==> src/rtl/bch_chien_pkg.sv <==
package bch_chien_pkg;
    localparam int FW    = 14;   // widest field element
    localparam int CNT_W = 5;    // root count width in the status word

    localparam logic [7:0] A_CFG  = 8'h00;
    localparam logic [7:0] A_GO   = 8'h01;
    localparam logic [7:0] A_STOP = 8'h02;
    localparam logic [7:0] A_STAT = 8'h03;
    localparam logic [7:0] A_SIG  = 8'h20;
    localparam logic [7:0] A_POS  = 8'h40;

    localparam logic [FW:0] POLY13 = 15'h201B;
    localparam logic [FW:0] POLY14 = 15'h4443;

    // multiply a field element by alpha^-1 in the selected field
    function automatic logic [FW-1:0] div_alpha(input logic [FW-1:0] x, input logic big);
        logic [FW:0] p;
        logic [FW:0] t;
        p = big ? POLY14 : POLY13;
        t = {1'b0, x} ^ (x[0] ? p : '0);
        return t[FW:1];
    endfunction
endpackage

==> src/rtl/bch_chien_core.sv <==
module bch_chien_core
    import bch_chien_pkg::*;
#(
    parameter int T  = 4,
    parameter int LW = 16
) (
    input  logic                    clk,
    input  logic                    rst_n,
    input  logic                    wr_en,
    input  logic [7:0]              wr_addr,
    input  logic [31:0]             wr_data,
    output logic                    busy_o,
    output logic                    done_o,
    output logic [CNT_W-1:0]        cnt_o,
    output logic [CNT_W-1:0]        deg_o,
    output logic                    big_o,
    output logic [T-1:0][LW-1:0]    pos_o
);
    typedef struct packed {
        logic [T:0][FW-1:0]   sig;
        logic [T:0][FW-1:0]   acc;
        logic [T-1:0][LW-1:0] pos;
        logic [LW-1:0]        len;
        logic [LW-1:0]        idx;
        logic [CNT_W-1:0]     deg;
        logic [CNT_W-1:0]     cnt;
        logic                 big;
        logic                 busy;
        logic                 done;
    } st_t;

    st_t st_q, st_d;

    logic [FW-1:0] tap_nxt [T+1];
    logic [FW-1:0] eval_sum;

    // one tap per coefficient: acc_j * alpha^-j each step
    for (genvar j = 0; j <= T; j++) begin : g_tap
        always_comb begin
            tap_nxt[j] = st_q.acc[j];
            for (int k = 0; k < j; k++) begin
                tap_nxt[j] = div_alpha(tap_nxt[j], st_q.big);
            end
        end
    end

    always_comb begin
        eval_sum = '0;
        for (int j = 0; j <= T; j++) eval_sum ^= tap_nxt[j];
    end

    always_comb begin
        logic [LW-1:0] nidx;
        logic [7:0]    soff;
        logic [FW-1:0] fmask;
        st_d  = st_q;
        nidx  = st_q.idx + LW'(1);
        soff  = wr_addr - A_SIG;
        fmask = st_q.big ? 14'h3FFF : 14'h1FFF;
        if (wr_en && wr_addr == A_STOP) begin
            st_d.busy = 1'b0;
            st_d.done = 1'b0;
            st_d.cnt  = '0;
        end else if (st_q.busy) begin
            for (int j = 0; j <= T; j++) st_d.acc[j] = tap_nxt[j];
            st_d.idx = nidx;
            if (eval_sum == '0) begin
                for (int i = 0; i < T; i++) begin
                    if (st_q.cnt == CNT_W'(i)) st_d.pos[i] = nidx;
                end
                if (st_q.cnt != {CNT_W{1'b1}}) st_d.cnt = st_q.cnt + CNT_W'(1);
            end
            if (nidx == st_q.len) begin
                st_d.busy = 1'b0;
                st_d.done = 1'b1;
            end
        end else if (wr_en) begin
            if (wr_addr == A_CFG) begin
                st_d.deg = wr_data[16 +: CNT_W];
                st_d.big = wr_data[0];
            end else if (wr_addr == A_GO) begin
                st_d.len  = wr_data[LW-1:0];
                st_d.idx  = '0;
                st_d.cnt  = '0;
                st_d.pos  = '0;
                st_d.done = (wr_data[LW-1:0] == '0);
                st_d.busy = (wr_data[LW-1:0] != '0);
                for (int j = 0; j <= T; j++) begin
                    st_d.acc[j] = (CNT_W'(j) <= st_q.deg) ? (st_q.sig[j] & fmask) : '0;
                end
            end else begin
                for (int j = 0; j <= T; j++) begin
                    if (soff == 8'(j)) st_d.sig[j] = wr_data[FW-1:0];
                end
            end
        end
    end

    always_ff @(posedge clk or negedge rst_n) begin
        if (!rst_n) st_q <= '0;
        else        st_q <= st_d;
    end

    assign busy_o = st_q.busy;
    assign done_o = st_q.done;
    assign cnt_o  = st_q.cnt;
    assign deg_o  = st_q.deg;
    assign big_o  = st_q.big;
    assign pos_o  = st_q.pos;
endmodule

==> src/rtl/bch_chien_fix.sv <==
module bch_chien_fix #(
    parameter int T  = 4,
    parameter int LW = 16
) (
    input  logic [LW-1:0] pos_i,
    input  logic          big_i,
    output logic [LW-4:0] byte_o,
    output logic [2:0]    bit_o,
    output logic          parity_o,
    output logic          range_err_o
);
    localparam int BW      = LW - 3;
    localparam int ECC13   = (13 * T + 7) / 8;
    localparam int ECC14   = (14 * T + 7) / 8;
    localparam logic [BW-1:0] SECT_S = BW'(512);
    localparam logic [BW-1:0] SECT_L = BW'(1024);
    localparam logic [BW-1:0] LIM_S  = BW'(512 + ECC13);
    localparam logic [BW-1:0] LIM_L  = BW'(1024 + ECC14);

    logic [LW-1:0] off;
    logic [BW-1:0] sect, lim;

    always_comb begin
        off         = pos_i - LW'(1);
        byte_o      = off[LW-1:3];
        bit_o       = off[2:0];
        sect        = big_i ? SECT_L : SECT_S;
        lim         = big_i ? LIM_L : LIM_S;
        parity_o    = (byte_o >= sect) && (byte_o < lim);
        range_err_o = (byte_o >= lim);
    end
endmodule

==> src/rtl/bch_chien_top.sv <==
module bch_chien_top
    import bch_chien_pkg::*;
#(
    parameter int T  = 4,
    parameter int LW = 16,
    localparam int IW = (T > 1) ? $clog2(T) : 1
) (
    input  logic          clk,
    input  logic          rst_n,
    input  logic          wr_en,
    input  logic [7:0]    wr_addr,
    input  logic [31:0]   wr_data,
    input  logic [7:0]    rd_addr,
    output logic [31:0]   rd_data,
    input  logic [IW-1:0] fix_sel,
    output logic          fix_valid,
    output logic [LW-4:0] fix_byte,
    output logic [2:0]    fix_bit,
    output logic          fix_parity,
    output logic          fix_range_err,
    output logic          sector_fail
);
    logic                 busy_w, done_w, big_w;
    logic [CNT_W-1:0]     cnt_w, deg_w;
    logic [T-1:0][LW-1:0] pos_w;
    logic [LW-1:0]        sel_pos;

    bch_chien_core #(.T(T), .LW(LW)) core_i (
        .clk     (clk),
        .rst_n   (rst_n),
        .wr_en   (wr_en),
        .wr_addr (wr_addr),
        .wr_data (wr_data),
        .busy_o  (busy_w),
        .done_o  (done_w),
        .cnt_o   (cnt_w),
        .deg_o   (deg_w),
        .big_o   (big_w),
        .pos_o   (pos_w)
    );

    always_comb begin
        sel_pos = '0;
        for (int i = 0; i < T; i++) begin
            if (fix_sel == IW'(i)) sel_pos = pos_w[i];
        end
    end

    bch_chien_fix #(.T(T), .LW(LW)) fix_i (
        .pos_i       (sel_pos),
        .big_i       (big_w),
        .byte_o      (fix_byte),
        .bit_o       (fix_bit),
        .parity_o    (fix_parity),
        .range_err_o (fix_range_err)
    );

    assign fix_valid   = done_w && (CNT_W'(fix_sel) < cnt_w);
    assign sector_fail = done_w && (cnt_w != deg_w);

    always_comb begin
        rd_data = '0;
        if (rd_addr == A_STAT) begin
            rd_data[0]          = done_w;
            rd_data[1]          = busy_w;
            rd_data[8 +: CNT_W] = cnt_w;
        end
        for (int i = 0; i < T; i++) begin
            if (rd_addr == A_POS + 8'(i)) rd_data[LW-1:0] = pos_w[i];
        end
    end
endmodule

==> config.mk <==
export PLATFORM = sky130hd
export DESIGN_NAME = bch_chien_top
export DESIGN_NICKNAME = d
export VERILOG_FILES = /design/src/rtl/bch_chien_pkg.sv /design/src/rtl/bch_chien_core.sv /design/src/rtl/bch_chien_fix.sv /design/src/rtl/bch_chien_top.sv
export SDC_FILE = /design/constraint.sdc
export NUM_CORES = 1
export LEC_CHECK = 0
export BUFFER_PORTS_ARGS = -buffer_cell sky130_fd_sc_hd__buf_2
export CAP_MARGIN = 0
export CORE_UTILIZATION = 30
export CTS_BUF_LIST = sky130_fd_sc_hd__clkbuf_8 sky130_fd_sc_hd__clkbuf_16
export CTS_CLUSTER_DIAMETER = 40
export DETAILED_ROUTE_END_ITERATION = 10
export PLACE_DENSITY = 0.49
export SYNTH_ARGS = -nofsm -noshare
export SYNTH_HDL_FRONTEND = slang
export SYNTH_SLANG_ARGS = --single-unit
==> constraint.sdc <==
create_clock -name clk -period 13.5 [get_ports clk]
set_clock_uncertainty 0.2 [all_clocks]
set_input_delay 1.35 -clock clk [delete_from_list [all_inputs] [get_ports clk]]
set_output_delay 1.35 -clock clk [all_outputs]
set_load 0.005 [all_outputs]
==> summary.md, run 1 <==
| Metric | Value |
|---|---|
| Routed vias/inst | `5.25` |
| Drt pass-1 iters | `5` |
| Final worst path period share | `0.509` |
| Setup slack at placement | `6590 ps` |
| Die footprint | `49000 um2` |
| Starting DRC count in detailed routing | `a little over 600` |
| Final Critical Period | `about 6900 ps` |
| Synth area leader | `dfrtp_1` |
| Most frequent cells after synthesis | `dfrtp_1, nand2_1, nor2_1` |
| Top FF cell, synth | `dfrtp_1` |
| CP Max Fanout | `17` |
| Synth top area share | `0.432` |
| CTS sink count | `~250` |
| Total core area | `47000 um2` |
| NumNets Final | `1510` |
| Hold wc startpoint | `core_i.st_q[193]$_DFFE_PN0P_` |
| Ys Warns | `0` |
| Leakage power | `8.12 nW` |
| Clock slew at reported path FFs | `50 ps` |
| Max Freq | `0.146 GHz` |
| Async set-or-reset flop fraction in the synthesized netlist | `1.00` |
| Share of cells above drive strength 1 | `0.209` |
| Largest cells by area after synthesis | `dfrtp_1, mux2_2, xnor2_1` |
| Hold buffers post-CTS | `0` |
| Max_slew headroom | `0.144` |
| Worst IR Drop VDD | `0.110 mV` |
| Most common cell in the netlist | `dfrtp_1` |
| Post-DP HPWL | `approximately 28000 um` |
| Startpoint Class | `input port` |
| Routed WL per cell | `20.6 um` |
| Vias | `roughly 11000` |
| Sequential share of the synthesized area | `0.432` |
| Final Util | `0.359` |
| I/O pin total | `105` |
| Number of synthesized register bits | `between 200 and 250` |
| Die H | `around 220 um` |
| R2r setup slk | `8970 ps` |
| CTS tree | `done` |
| Status | `finished, final reports clean` |
| Clk root buf | `clkbuf_16` |
| Worst Path Arrival | `5320 ps` |
| Setup ws final | `roughly 6600 ps` |
| Worst path required time | `11950 ps` |
| Clock Latency Late Sink | `about 580 ps` |
| Cell Area, Synth | `14400 um2` |
| Largest net degree at the start of global routing | `114` |
| Min Hold Slack | `300 ps` |
| DR DRC count | `0` |
| Worst flop-to-flop path startpoint | `core_i.big_o$_DFFE_PN0P_` |
| Worst-margin pin slew | `1280 ps` |
| Final setup fails | `0` |
| Critical path type | `input port to output port` |
| Total track usage | `0.177` |
| Setup TNS | `0 ps` |
| P&R area growth vs syn | `17.0%` |
| PortBufs | `77` |
| Worst min path class | `flop to flop` |
| Vias in the first global route | `approximately 11000` |
| Clock Path Buffers | `3` |
| Post-CTS sizing | `0` |
| Chip Width | `approximately 220 um` |
| Fin. max-slew vios | `0` |
| First-pass GRT wire length | `67000 um` |
| Pwr Total | `3.66 mW` |
| Count of cell types in the netlist | `67` |
| Initial antenna violation count | `1` |
| Final hold viol count | `0` |
| PD cells | `217 nW/um2` |
| Syn Inst Count | `1402` |
| Initial Utilization | `0.307` |
| Row cnt | `79` |
| H-tree levels | `2` |
| RSZ-0062 raised after global routing | `false` |
| Final wirelength | `43000 um` |
| MaxCap Viol Count | `0` |
| Post-route ant nets | `0` |
| Setup Buffers After CTS | `0` |
| Gpl congestion | `0.805` |
| TritonCTS buffer count | `45` |
| Mean post-synth cell area | `10.3 um2` |
| Worst setup EP type | `output port` |
| Setup crit start | `fix_sel[0]` |
| Post-synth EDFFs | `0` |
| Grt ovf | `0` |
-- power breakdown --
| group | leakage [nW] | switching, mW | internal [mW] |
|---|---|---|---|
| logic | 4.03 | 0.676 | 0.676 |
| registers | 3.30 | 0.198 | 0.904 |
| clock network | 0.793 | 0.426 | 0.784 |
-- cell families (layout without fill, tap and decap cells) --
group / after synthesis / in the layout / synth area share
AOI/OAI and AO/OA: 225 / 225 / 0.112
other: 1 / 17 / 0.000260
adders and majority gates: 11 / 11 / 0.00954
muxes: 187 / 187 / 0.153
buffers and inverters: 123 / 188 / 0.0389
xor gates and xnor gates: 153 / 153 / 0.108
DFF: 249 / 249 / 0.432
and+or+nand+nor: 453 / 453 / 0.147
-- metal layers --
metal	wire length, um	global-route usage	share of wire	up-vias
met2	20000	0.283	0.46	248
met4	909	0.0537	0.021	0
met5	0	0	0	-
met1	20300	0.245	0.47	5585
li1	-	-	-	5078
met3	1890	0.0260	0.044	60
-- sequential cells by signal, summed over array words and instances, names as in the netlist --
register       flops
core_i.st_q      172
core_i.busy_o      1
core_i.pos_o      64
core_i.cnt_o       5
core_i.big_o       1
core_i.deg_o       5
core_i.done_o      1
-- area by class of cell --
class                      instances  area [um2]
tap                              607         759
inverter                          18        67.6
antenna                            1        2.50
clock inverter                    33         407
sequential                       249        6230
clock buffer                      50        1210
multi-input combinational       1045        7720
timing repair buffer              87         470
fill                            4656       30100
-- final timing paths --
check	to	depth (start not counted)
max in group asynchronous	core_i.pos_o[33]$_DFFE_PN0P_	2
min in group asynchronous	core_i.st_q[227]$_DFFE_PN0P_	1
worst min register to register	core_i.st_q[123]$_DFFE_PN0P_	2
worst min-delay path	core_i.st_q[123]$_DFFE_PN0P_	2
worst max-delay path	fix_parity	14
worst max register to register	core_i.pos_o[12]$_DFFE_PN0P_	9
-- placed cells by master (no fill, tap or decap), types with 23 or more instances in the layout --
cell       count
clkbuf_16     46
mux2i_1       66
a21o_1        42
nor2_1       122
a221oi_1      42
buf_2         76
nand3_1       59
o211ai_1      23
xnor2_1       94
dfrtp_1      248
xor2_1        44
nand2_1      152
mux2_2       105
o21ai_0       46
-- stage by stage --
stage | area, um2 | instances
6_report | 16900 | 2090
5_1_grt | 16900 | 2089
4_1_cts | 16900 | 2089
3_5_place_dp | 15300 | 2006
3_3_place_gp | 15300 | 2006
2_1_floorplan | 14500 | 1417
-- worst max-delay path, cell delays in order --
cell and delay, ps:
buf_2 520, mux4_2 690, inv_1 110, ha_1 260
or4b_4 580, nor3_1 220, nand3_1 150, xnor2_1 160
ha_1 290, nand2_1 50, or4_1 390, o41ai_1 240
and3_1 190, buf_2 110
Note: power is estimated with default switching activity, not from simulation.
==> run 2: changes to the inputs <==
--- a/config.mk
+++ b/config.mk
@@ -11,7 +11,7 @@
 export CTS_BUF_LIST = sky130_fd_sc_hd__clkbuf_8 sky130_fd_sc_hd__clkbuf_16
 export CTS_CLUSTER_DIAMETER = 40
 export DETAILED_ROUTE_END_ITERATION = 10
-export PLACE_DENSITY = 0.49
+export PLACE_DENSITY = 0.51
 export SYNTH_ARGS = -nofsm -noshare
 export SYNTH_HDL_FRONTEND = slang
 export SYNTH_SLANG_ARGS = --single-unit
==> constraint.sdc (replaced) <==
create_clock -name clk -period 6.1 [get_ports clk]
set_clock_uncertainty 0.2 [all_clocks]
set_input_delay 0.61 -clock clk [delete_from_list [all_inputs] [get_ports clk]]
set_output_delay 0.61 -clock clk [all_outputs]
set_load 0.005 [all_outputs]
==> summary.md, run 2 (synthesized netlist as in run 1, its figures left out) <==
| Metric | Value |
|---|---|
| PD cells | `480 nW/um2 (+120%)` |
| CTS sink count | `249 (unchanged)` |
| Post-route ant nets | `0 (unchanged)` |
| Chip Width | `221 um (unchanged)` |
| Largest net degree at the start of global routing | `112 (-1.8%)` |
| Crit-path slowest cell | `mux4_2` |
| Min Hold Slack | `100 ps (-200 ps)` |
| Row cnt | `79 (unchanged)` |
| Pwr Total | `8.12 mW (+120%)` |
| # diodes | `0 (-1)` |
| Setup slack at placement | `1060 ps (-5540 ps)` |
| CP Cell Sequence | `mux4_2, inv_1, ha_1, or4b_4, nor3_1, nand3_1, xnor2_1, ha_1, nand2_1, or4_1, o41ai_1, and3_1, buf_2` |
| FF+latch area | `6230 um2 (unchanged)` |
| Total core area | `47000 um2 (unchanged)` |
| Setup ws final | `1060 ps (-5580 ps)` |
| First-pass GRT wire length | `67100 um (+0.16%)` |
| Most frequent cells in the layout | `dfrtp_1, nand2_1, nor2_1, mux2_2, xnor2_1` |
| Critical path type | `flop to output port` |
| Number of flip-flops in the largest register | `172 (unchanged)` |
| Final hold viol count | `0 (unchanged)` |
| Worst min path class | `input port to flop` |
| Worst IR Drop VDD | `0.296 mV (+170%)` |
| Final wirelength | `42900 um (-0.35%)` |
| Initial Utilization | `0.307 (unchanged)` |
| Fillers | `4629 (-0.58%)` |
| Worst-margin pin slew | `1360 ps (+82.9 ps)` |
| Gpl congestion | `0.808 (+0.36%)` |
| Most used cell, CP | `ha_1` |
| Starting DRC count in detailed routing | `903 (+45%)` |
| Setup TNS | `0 ps (unchanged)` |
| Grt ovf | `0 (unchanged)` |
| H-tree levels | `2 (unchanged)` |
| Max_slew headroom | `0.0885 (-0.0556)` |
| Clock Path Buffers | `3 (unchanged)` |
| Final worst path period share | `0.827` |
| Setup Buffers After CTS | `0 (unchanged)` |
| Area of the multi-input gates | `7720 um2 (about the same)` |
| Vias in the first global route | `10900 (+0.13%)` |
| Top reg by flops | `core_i.st_q` |
| Worst Path Arrival | `4230 ps (-1090 ps)` |
| Worst path required time | `5290 ps (-6660 ps)` |
| Total track usage | `0.177 (about the same)` |
| NumNets Final | `1514 (+0.26%)` |
| Max Freq | `0.198 GHz` |
| Share of cells above drive strength 1 | `0.206 (-0.00312)` |
| RSZ-0062 raised after global routing | `false` |
| Post-DP HPWL | `28200 um (+0.49%)` |
| Clock Latency Late Sink | `570 ps (about the same)` |
| Vias | `10900 (-0.25%)` |
| Final setup fails | `0 (unchanged)` |
| CP Max Fanout | `11 (-6)` |
| I/O pin total | `105 (unchanged)` |
| Die footprint | `49000 um2 (unchanged)` |
| Routed vias/inst | `5.23 (-0.34%)` |
| Initial antenna violation count | `2 (+1)` |
| Status | `finished, final reports clean` |
| P&R area growth vs syn | `17.2%` |
| Fin. max-slew vios | `0 (unchanged)` |
| Die H | `221 um (unchanged)` |
| PortBufs | `77 (unchanged)` |
| Slowest stage delay, CP | `580 ps (-110 ps)` |
| CTS tree | `done` |
| Clk root buf | `clkbuf_16` |
| MaxCap Viol Count | `0 (unchanged)` |
| Drt pass-1 iters | `5 (unchanged)` |
| Startpoint Class | `flop` |
| TritonCTS buffer count | `43 (-4.4%)` |
| Routed WL per cell | `20.5 um (-0.44%)` |
| DR DRC count | `0 (unchanged)` |
| Most common cell after layout, fill and taps aside | `dfrtp_1` |
| Leakage power | `8.17 nW (+0.58%)` |
| Clock slew at reported path FFs | `50 ps (about the same)` |
| Final Critical Period | `slightly above 5000 ps` |
| Worst setup EP type | `output port` |
-- run 2: layer usage --
layer | up-vias | GRT usage | routed length (um)
li1 | 5081 | - | -
met1 | 5500 | 0.239 | 19700
met2 | 284 | 0.280 | 19800
met3 | 79 | 0.0339 | 2170
met4 | 0 | 0.0636 | 1280
met5 | - | 0 | 0
-- run 2: timing repair --
| item | 4_1_cts | 5_1_grt |
|---|---|---|
| gates resized for setup | 0 | 0 |
| hold buffers | 1 | 0 |
| hold endpoints to repair | 72 | 0 |
-- run 2: through the flow --
step,cells,util,cell area [um2]
2_1_floorplan,1417,-,14500
3_5_place_dp,2011,0.326,15300
5_1_grt,2092,0.360,16900
4_1_cts,2092,0.360,16900
3_3_place_gp,2011,0.326,15300
6_report,2092,0.360,16900
-- run 2: critical path: cells and delay by family, from the launching register on --
kind,cells,cell delay [ps]
fa+ha+maj,2,540
flops,1,410
mux,1,580
simple gates,6,1560
xor+xnor,1,160
buf+inv,2,220
compound gates,1,220
-- run 2: cell type report --
class | instances | area share
clock inverter | 25 | 0.0195
timing repair buffer | 93 | 0.0314
clock buffer | 55 | 0.0748
inverter | 18 | 0.00400
sequential | 249 | 0.369
multi-input combinational | 1045 | 0.457
tap | 607 | 0.0449
-- run 2: worst paths after layout --
| kind | cells past startpoint | slack, ps | end | startpoint |
|---|---|---|---|---|
| min reg2reg | 1 | 290 | core_i.st_q[110]$_DFFE_PN0P_ | core_i.st_q[180]$_DFFE_PN0P_ |
| max in group asynchronous | 3 | 3910 | core_i.pos_o[40]$_DFFE_PN0P_ | rst_n |
| min | 2 | 100 | core_i.deg_o[0]$_DFFE_PN0P_ | wr_data[16] |
| max reg2reg | 10 | 2140 | core_i.pos_o[61]$_DFFE_PN0P_ | core_i.big_o$_DFFE_PN0P_ |
| max | 13 | 1060 | fix_parity | core_i.pos_o[32]$_DFFE_PN0P_ |
| min in group asynchronous | 2 | 390 | core_i.st_q[186]$_DFFE_PN0P_ | rst_n |
-- run 2: power by group --
part           total (mW)  switching, mW  leakage (nW)  internal, mW
clock                2.65          0.893         0.807          1.76
sequential           2.44          0.435          3.30          2.00
combinational        3.03           1.52          4.06          1.50
total                8.12           2.85          8.17          5.26
